### src/rtl/acg_pkg.sv
package acg_pkg;

  typedef enum logic [1:0] {
    RS_HOLD  = 2'd0,
    RS_EXIT  = 2'd1,
    RS_RUN   = 2'd2,
    RS_ENTER = 2'd3
  } rst_state_e;

  localparam int ADDR_W = 8;
  localparam logic [ADDR_W-1:0] OFS_ID        = 8'h00;
  localparam logic [ADDR_W-1:0] OFS_CTL       = 8'h08;
  localparam logic [ADDR_W-1:0] OFS_WAKE_EN   = 8'h0C;
  localparam logic [ADDR_W-1:0] OFS_WAKE_STS  = 8'h10;
  localparam logic [ADDR_W-1:0] OFS_FLUSH_STS = 8'h14;

  localparam int CTL_RUN_BIT   = 0;
  localparam int CTL_FLUSH_BIT = 1;
  localparam int CTL_UNSOL_BIT = 8;

  function automatic logic [15:0] cap_pack(input int n_out, input int n_in,
                                           input int n_bidir, input int sdo_code,
                                           input int wide_addr);
    logic [15:0] w;
    w[15:12] = 4'(n_out);
    w[11:8]  = 4'(n_in);
    w[7:3]   = 5'(n_bidir);
    w[2:1]   = 2'(sdo_code);
    w[0]     = (wide_addr != 0);
    return w;
  endfunction

  // Bit 0 reads 1 while running and during the entry sequence.
  function automatic logic run_bit_view(input rst_state_e st);
    return (st == RS_RUN) || (st == RS_ENTER);
  endfunction

  function automatic logic [31:0] ctl_pack(input logic unsol, input logic flush,
                                           input logic run);
    logic [31:0] w;
    w = '0;
    w[CTL_UNSOL_BIT] = unsol;
    w[CTL_FLUSH_BIT] = flush;
    w[CTL_RUN_BIT]   = run;
    return w;
  endfunction

endpackage

### src/rtl/acg_rst_seq.sv
module acg_rst_seq
  import acg_pkg::*;
#(
  parameter int ENTER_CYC = 8,
  parameter int EXIT_CYC  = 4
) (
  input  logic clk,
  input  logic por_n,
  input  logic go_run,
  input  logic go_reset,
  output logic link_rst_n,
  output logic run_bit,
  output logic regs_live,
  output logic entry_pulse
);
  localparam int MAX_CYC = (ENTER_CYC > EXIT_CYC) ? ENTER_CYC : EXIT_CYC;
  localparam int CNT_W = $clog2(MAX_CYC + 1);
  localparam logic [CNT_W-1:0] ENTER_LOAD = CNT_W'(ENTER_CYC - 1);
  localparam logic [CNT_W-1:0] EXIT_LOAD  = CNT_W'(EXIT_CYC - 1);

  rst_state_e st;
  logic [CNT_W-1:0] cnt;

  always_ff @(posedge clk) begin
    if (!por_n) begin
      st  <= RS_HOLD;
      cnt <= '0;
    end else begin
      case (st)
        RS_HOLD:  if (go_run) begin st <= RS_EXIT; cnt <= EXIT_LOAD; end
        RS_EXIT:  if (cnt == '0) st <= RS_RUN; else cnt <= cnt - 1'b1;
        RS_RUN:   if (go_reset) begin st <= RS_ENTER; cnt <= ENTER_LOAD; end
        default:  if (cnt == '0) st <= RS_HOLD; else cnt <= cnt - 1'b1;
      endcase
    end
  end

  assign link_rst_n  = (st == RS_EXIT) || (st == RS_RUN);
  assign run_bit     = run_bit_view(st);
  assign regs_live   = (st == RS_RUN);
  assign entry_pulse = (st == RS_RUN) && go_reset;
endmodule

### src/rtl/acg_flush.sv
module acg_flush #(
  parameter int NUM_STREAMS = 8
) (
  input  logic                   clk,
  input  logic                   por_n,
  input  logic                   clear,
  input  logic                   start_wr,
  input  logic [NUM_STREAMS-1:0] stream_run,
  input  logic [1:0]             ring_run,
  input  logic                   flush_done,
  input  logic                   sts_clr_wr,
  output logic                   busy,
  output logic                   sts
);
  logic engines_idle;
  assign engines_idle = (stream_run == '0) && (ring_run == '0);

  always_ff @(posedge clk) begin
    if (!por_n || clear) begin
      busy <= 1'b0;
      sts  <= 1'b0;
    end else begin
      if (busy && flush_done) begin
        busy <= 1'b0;
        sts  <= 1'b1;
      end else begin
        if (start_wr && !busy && engines_idle) busy <= 1'b1;
        if (sts_clr_wr) sts <= 1'b0;
      end
    end
  end
endmodule

### src/rtl/acg_wake.sv
module acg_wake #(
  parameter int WAKE_W = 15
) (
  input  logic              clk,
  input  logic              por_n,
  input  logic              en_wr,
  input  logic              sts_wr,
  input  logic [WAKE_W-1:0] wval,
  input  logic [WAKE_W-1:0] codec_wake,
  output logic [WAKE_W-1:0] wake_en,
  output logic [WAKE_W-1:0] wake_sts
);
  logic [WAKE_W-1:0] clr_mask;
  assign clr_mask = sts_wr ? wval : '0;

  always_ff @(posedge clk) begin
    if (!por_n) begin
      wake_en  <= '0;
      wake_sts <= '0;
    end else begin
      if (en_wr) wake_en <= wval;
      wake_sts <= (wake_sts & ~clr_mask) | codec_wake;
    end
  end
endmodule

### src/rtl/acg_top.sv
module acg_top
  import acg_pkg::*;
#(
  parameter int OUT_STREAMS   = 4,
  parameter int IN_STREAMS    = 4,
  parameter int BIDIR_STREAMS = 0,
  parameter int SDO_CODE      = 0,
  parameter int ADDR64        = 1,
  parameter int VER_MAJOR     = 1,
  parameter int VER_MINOR     = 0,
  parameter int ENTER_CYC     = 8,
  parameter int EXIT_CYC      = 4,
  parameter int NUM_STREAMS   = 8,
  parameter int WAKE_W        = 15
) (
  input  logic                   clk,
  input  logic                   por_n,
  input  logic                   wr_en,
  input  logic [7:0]             addr,
  input  logic [31:0]            wdata,
  output logic [31:0]            rdata,
  output logic                   link_rst_n,
  input  logic [NUM_STREAMS-1:0] stream_run,
  input  logic [1:0]             ring_run,
  output logic                   flush_req,
  input  logic                   flush_done,
  input  logic                   unsol_valid,
  output logic                   unsol_accept,
  input  logic [WAKE_W-1:0]      codec_wake
);
  localparam logic [31:0] ID_WORD =
    {8'(VER_MAJOR), 8'(VER_MINOR),
     cap_pack(OUT_STREAMS, IN_STREAMS, BIDIR_STREAMS, SDO_CODE, ADDR64)};

  logic hit_ctl, hit_wen, hit_wsts, hit_fsts;
  logic go_run, go_reset, run_bit, regs_live, entry_pulse;
  logic ctl_live_wr, ctl_clear, flush_busy, flush_sts, unsol_en;
  logic [WAKE_W-1:0] wake_en, wake_sts;

  assign hit_ctl  = wr_en && (addr == OFS_CTL);
  assign hit_wen  = wr_en && (addr == OFS_WAKE_EN);
  assign hit_wsts = wr_en && (addr == OFS_WAKE_STS);
  assign hit_fsts = wr_en && (addr == OFS_FLUSH_STS) && regs_live;
  assign go_run   = hit_ctl &&  wdata[CTL_RUN_BIT];
  assign go_reset = hit_ctl && !wdata[CTL_RUN_BIT];
  assign ctl_live_wr = hit_ctl && regs_live && wdata[CTL_RUN_BIT];
  assign ctl_clear   = !regs_live || entry_pulse;

  acg_rst_seq #(.ENTER_CYC(ENTER_CYC), .EXIT_CYC(EXIT_CYC)) u_seq (
    .clk(clk), .por_n(por_n), .go_run(go_run), .go_reset(go_reset),
    .link_rst_n(link_rst_n), .run_bit(run_bit), .regs_live(regs_live),
    .entry_pulse(entry_pulse)
  );

  acg_flush #(.NUM_STREAMS(NUM_STREAMS)) u_flush (
    .clk(clk), .por_n(por_n), .clear(ctl_clear),
    .start_wr(ctl_live_wr && wdata[CTL_FLUSH_BIT]),
    .stream_run(stream_run), .ring_run(ring_run), .flush_done(flush_done),
    .sts_clr_wr(hit_fsts && wdata[0]), .busy(flush_busy), .sts(flush_sts)
  );

  acg_wake #(.WAKE_W(WAKE_W)) u_wake (
    .clk(clk), .por_n(por_n), .en_wr(hit_wen), .sts_wr(hit_wsts),
    .wval(wdata[WAKE_W-1:0]), .codec_wake(codec_wake),
    .wake_en(wake_en), .wake_sts(wake_sts)
  );

  always_ff @(posedge clk) begin
    if (!por_n || ctl_clear) unsol_en <= 1'b0;
    else if (ctl_live_wr)    unsol_en <= wdata[CTL_UNSOL_BIT];
  end

  assign flush_req    = flush_busy;
  assign unsol_accept = unsol_valid && unsol_en;

  always_comb begin
    case (addr)
      OFS_ID:        rdata = ID_WORD;
      OFS_CTL:       rdata = ctl_pack(unsol_en, flush_busy, run_bit);
      OFS_WAKE_EN:   rdata = {{(32-WAKE_W){1'b0}}, wake_en};
      OFS_WAKE_STS:  rdata = {{(32-WAKE_W){1'b0}}, wake_sts};
      OFS_FLUSH_STS: rdata = {31'b0, flush_sts};
      default:       rdata = '0;
    endcase
  end
endmodule

### config.mk
export PLATFORM = sky130hd
export DESIGN_NAME = acg_top
export DESIGN_NICKNAME = d
export VERILOG_FILES = /design/src/rtl/acg_pkg.sv /design/src/rtl/acg_rst_seq.sv /design/src/rtl/acg_flush.sv /design/src/rtl/acg_wake.sv /design/src/rtl/acg_top.sv
export SDC_FILE = /design/constraint.sdc
export NUM_CORES = 1
export LEC_CHECK = 0
export BUFFER_PORTS_ARGS = -buffer_cell sky130_fd_sc_hd__buf_4
export CORE_UTILIZATION = 42
export DETAILED_ROUTE_END_ITERATION = 12
export PLACE_DENSITY = 0.77
export SLEW_MARGIN = 40
export SYNTH_ARGS = -nofsm -noshare
export SYNTH_HDL_FRONTEND = slang
export SYNTH_SLANG_ARGS = --single-unit
### constraint.sdc
create_clock -name clk -period 1.9 [get_ports clk]
set_input_delay 0.285 -clock clk [delete_from_list [all_inputs] [get_ports clk]]
set_output_delay 0.285 -clock clk [all_outputs]
set_load 0.005 [all_outputs]
-- After elaboration in Yosys (flattened, before gate mapping)
Cells that the tools add are included.
- equality and inequality tests: 11
- muxes and demuxes: 13
- reduce and logical (&&, ||, !) cells: 35
- bitwise gates (word level): 3
- add/sub/neg operators: 1
- operator list (kind ; count):
    $pmux 25 s5 ; 1
    $logic_and 1x1->1 ; 17
    $eq 8x4->1 const B ; 2
    $eq 8x5->1 const B ; 2
    $logic_not 8->1 ; 2
    $and 15x15->15 ; 1
    $mux 15 ; 1
    $not 15->15 ; 1
    $or 15x15->15 ; 1
    $mux 4 ; 3
    $mux 2 ; 4
    $pmux 4 s2 ; 1
    $pmux 2 s3 ; 1
    $eq 2x2->1 const B ; 2
    $logic_not 1->1 ; 4
    $logic_not 2->1 ; 2
    $logic_not 4->1 ; 1
    $logic_or 1x1->1 ; 4
    $ne 2x1->1 const B ; 2
    $reduce_and 4->1 ; 1
    $sub 4x1->4 const B ; 1
    $ne 3x3->1 const B ; 1
    $reduce_and 3->1 ; 1
    $reduce_bool 3->1 ; 1
    other kinds (5) ; 6
- bits in registers: 39
- output and inout port bits: 35

-- Logic depth before layout (Yosys ltp)
- depth in word-level cells: 7
- depth in mapped cells: 6
- depth with buffers taken out: 6

-- Modules after synthesis
Synthesis repeated with hierarchy kept, for this count alone.
- cells, all modules: 267
- area total of the unflattened synthesis: 2277.2 um^2
- modules (own cells, without submodules) (module ; area an instance (um^2) ; instances ; cells each):
    acg_wake ; 1119.8 ; 1 ; 111
    acg_top ; 604.3 ; 1 ; 94
    acg_rst_seq ; 446.7 ; 1 ; 50
    acg_flush ; 106.4 ; 1 ; 12

-- Worst setup path after synthesis
No wires, ideal clock.
- kind: input to output
- start point: input port addr[1]
- end point: output port rdata[13]
- stages on the path: 5
- path slack: 0.006 ns
- data arrival time: 1.609 ns
- path buffers: 2
- data required time: 1.615 ns
- path through: or4_4 buf_6 nor3_2 buf_2 a22o_1
- cells in the longest elaborated chain, start to end: 2
- RTL lines (element ; line ; text):
    from (decl) ; acg_top.sv:19 ; input logic [7:0] addr,
    $eq 8x5->1, or another cell as far along ; acg_top.sv:77 ; case (addr)
    $pmux 25 s5 (*) ; acg_top.sv:77 ;
    to (decl) ; acg_top.sv:21 ; output logic [31:0] rdata,
Mark *: on every way between the ends. The rest lies on a longest branch, timed or not.

-- Final worst setup path
- start point: input port addr[1]
- end point: output port rdata[10]
Same word-level chain as after synthesis.

==> summary.txt <==
Detailed routing
  • Pre-antenna DRT Iters: 5
  • Via count: 1,953
  • DR iter-0 viols: 96
  • Remaining antenna violation count: 0
  • DR vias/cell: 5.02
  • Mean routed wirelength per cell: 13.5 µm
  • Drt drc: 0
  • Final WL: 5.25 mm

STA
  • Final WS setup: -0.0710 ns
  • Fin crit period: 1.97 ns
  • Final period utilization: 104%
  • Layout Skew: 0.00160 ns
  • RSZ-0062 raised after global routing: true
  • Achievable Freq: just over 500 MHz
  • Final setup vio count: 15
  • Final hold slack: a little over 0.2 ns
  • Slew Viols, Final: 0
  • Fin. Hold Viols: 0

CTS
  • CTS tree: yes
  • # clock sinks: 39
  • Post-CTS Hold Buffers: 0
  • CTS Buffer Depth: 2
  • Total CTS buffers: 5
  • Clk pin slew, worst setup/hold paths: ~0.070 ns
  • Worst-skew pair later-pin latency: about 0.28 ns
  • CTS H-tree depth: 2
  • Clock Tree Root: clkbuf_8

Floorplanning
  • IO Pins: 105
  • FP Rows: 25
  • Die width: about 74 µm
  • Starting Density: about 45%
  • Die footprint: approximately 5500 µm²
  • Core area: 4850 µm²
  • Die Span Y: around 74 µm

Critical path
  • FF-to-FF End: u_seq.cnt[3]$_SDFFE_PN0P_
  • Setup slack, reg-to-reg: roughly 0.1 ns
  • Crit Path Class: in2out
  • Critical path capture point: rdata[10]
  • Critical Path RT: 1.62 ns
  • Crit-path max FO: 4
  • Critical path data arrival time: around 1.7 ns
  • Worst Setup Start Kind: input port
  • R2r worst-path depth: 5
  • CP startpoint: addr[1]
  • Worst r2r src: u_seq.st[1]$_SDFFE_PN0P_
  • Kind of end point of the critical path: output pin

Synth
  • Ys flop type: dfxtp_1
  • Synth cell types: 53
  • Mapped cell area: roughly 2200 µm²
  • Ys Warns: 0
  • Cells after synthesis: ~230
  • Post-synthesis sequential area ratio: 35.9%
  • Number of flops mapped to enable cells by yosys: 0
  • Synth Area per Inst: just over 9 µm²
  • Yosys reg bits: 39
  • Asr flop ratio synth: 0%

GRT
  • Initial antenna violation count: 0
  • Largest net degree at the start of global routing: 24
  • Vias in the first global route: between 1,500 and 2,000
  • Global-route wire length before repair: between 8 and 9 mm
  • GRT overflow: 0
  • All-layer global routing usage: between 20% and 30%

Run status
  • Status: complete, but fails checks
  • Failing checks: setup timing

Flow run
  • Number of max-cap violations: 0

Cells and area
  • Fraction of layout cells with a size suffix above 1: between 30% and 40%
  • Nets: 396
  • Syn-to-layout area delta: 40.4%
  • # diodes: 0

Power
  • Comb power frac: ~12%
  • Clock power share: around two fifths
  • Overall Power: between 1.5 and 2 mW
  • Maximum vdd drop: around 0.47 mV
  • NetSw: between 0.3 and 0.4 mW
  • Switching Fraction: a little over a fifth
  • Sequential power share: 48.4%
  • Leak pwr: around 1.3 nW
  • P_int: approximately 1.4 mW
  • P per Cell Area: 576 nW/µm²

Place
  • Routability Congestion: a little over 0.8
  • Port bufs: slightly above 70
  • Post-DP HPWL: 3.85 mm

Worst hold path
  • Hold Path Class: in2reg
## cells by family (layout without fill, tap and decap cells)
group | after synthesis | in the layout | share of synthesized area, %
mux | 17 | 17 | 7.83
other cells | 1 | 16 | 0.173
flops | 39 | 39 | 35.9
fa+ha+maj | 5 | 5 | 2.88
simple gates | 71 | 71 | 19.4
buf+inv | 33 | 107 | 9.85
xor+xnor | 1 | 1 | 0.403
compound gates | 66 | 66 | 23.5
## what timing repair did
action                     4_1_cts  5_1_grt
cloned                           0        0
buffers inserted                 2        1
pin swaps                        2        4
setup endpoints to repair       15       17
gates resized for setup          8        7
## sequential cells by signal, indices dropped and copies added (netlist names)
signal           count
u_flush.busy         1
u_flush.sts          1
u_seq.cnt            4
u_seq.st             2
u_wake.wake_en      15
u_wake.wake_sts     15
unsol_en             1
## cell type report
| type | instances | area (µm²) |
|---|---|---|
| inverters | 7 | 26.3 |
| clock buffers | 6 | 82.6 |
| well taps | 67 | 83.8 |
| multi-input cells | 176 | 1290 |
| fillers | 458 | 1800 |
| repair buffers | 92 | 752 |
| clock inverters | 2 | 35.0 |
| flip-flops and latches | 39 | 782 |
## Yosys cell counts (5+ instances only)
| master | number | area (µm²) |
|---|---|---|
| dfxtp_1 | 39 | 781 |
| nor2_1 | 20 | 75.1 |
| buf_4 | 17 | 128 |
| mux2i_1 | 17 | 170 |
| o21a_1 | 16 | 120 |
| a21boi_0 | 13 | 97.6 |
| nand2_1 | 11 | 41.3 |
| a22o_1 | 10 | 87.6 |
| inv_1 | 6 | 22.5 |
| a21oi_1 | 5 | 25.0 |
| ha_1 | 5 | 62.6 |
| nand3_1 | 5 | 25.0 |
## placed cells by master (no fill, tap or decap), types with 2 or more instances in the layout
master | netlist | routed
buf_4 | 17 | 85
dfxtp_1 | 39 | 38
mux2i_1 | 17 | 17
nor2_1 | 20 | 17
o21a_1 | 16 | 16
conb_1 | 1 | 16
a21boi_0 | 13 | 13
nand2_1 | 11 | 11
a22o_1 | 10 | 10
inv_1 | 6 | 6
clkbuf_8 | 0 | 6
a21oi_1 | 5 | 5
nand3_1 | 5 | 5
nor3_4 | 2 | 4
nor4_1 | 4 | 4
nand4_1 | 4 | 4
ha_1 | 5 | 4
buf_12 | 1 | 4
or3b_2 | 4 | 3
o211ai_1 | 3 | 3
buf_6 | 1 | 3
nand3b_1 | 2 | 2
a221o_1 | 2 | 2
nor3b_1 | 2 | 2
a32oi_1 | 2 | 2
nor2_2 | 0 | 2
and2_1 | 2 | 2
nand2b_1 | 2 | 2
nor4b_1 | 2 | 2
nor2b_1 | 2 | 2
a41oi_1 | 2 | 2
or2_2 | 2 | 2
a211oi_1 | 2 | 2
## stage by stage
step / util (%) / TNS, ns / setup slack [ns] / instances / area [µm²]
2_1_floorplan: - / 0 / 0.00564 / 248 / 2230
3_3_place_gp: 58.6 / -1.17 / -0.0773 / 378 / 2840
5_1_grt: 62.9 / -1.38 / -0.114 / 389 / 3050
3_5_place_dp: 58.6 / -1.32 / -0.0618 / 378 / 2840
4_1_cts: 62.2 / -0.491 / -0.0657 / 388 / 3010
6_report: 62.9 / -0.729 / -0.0710 / 389 / 3050
## routing by layer
metal  vias up  share of wire [%]  track usage [%]
li1       1003                  -                -
met1       882                 46             25.7
met2        62                 48             34.9
met3         6                4.8             5.21
met4         0                1.4             7.69
met5         -                  0                0
## critical path, cell delays in order
cell and delay [ns]:
buf_6 0.09, or4_4 0.60, nor2_4 0.12, nor4b_4 0.19, buf_4 0.17, a221o_1 0.11
buf_4 0.11
## power by group through the flow
stage / clock, mW / sequential, mW / combinational (mW)
after CTS: 0.727 / 0.850 / 0.202
final: 0.703 / 0.850 / 0.204
after global routing: 0.756 / 0.853 / 0.225
after floorplan: 0 / 0.867 / 0.103
after global placement: 0 / 0.868 / 0.191
after detailed placement: 0 / 0.869 / 0.194
## how the worst min path moves through the flow
| stage | from | endpoint | depth (start not counted) |
|---|---|---|---|
| after floorplan | codec_wake[2] | u_wake.wake_sts[2]$_SDFF_PN0_ | 1 |
| after global placement | u_seq.cnt[1]$_SDFFE_PN0P_ | u_seq.cnt[1]$_SDFFE_PN0P_ | 2 |
| after detailed placement | u_seq.cnt[1]$_SDFFE_PN0P_ | u_seq.cnt[1]$_SDFFE_PN0P_ | 2 |
| after CTS | codec_wake[14] | u_wake.wake_sts[14]$_SDFF_PN0_ | 2 |
| after global routing | codec_wake[11] | u_wake.wake_sts[11]$_SDFF_PN0_ | 2 |
| final | codec_wake[4] | u_wake.wake_sts[4]$_SDFF_PN0_ | 2 |
(Power assumes the default switching activity.)
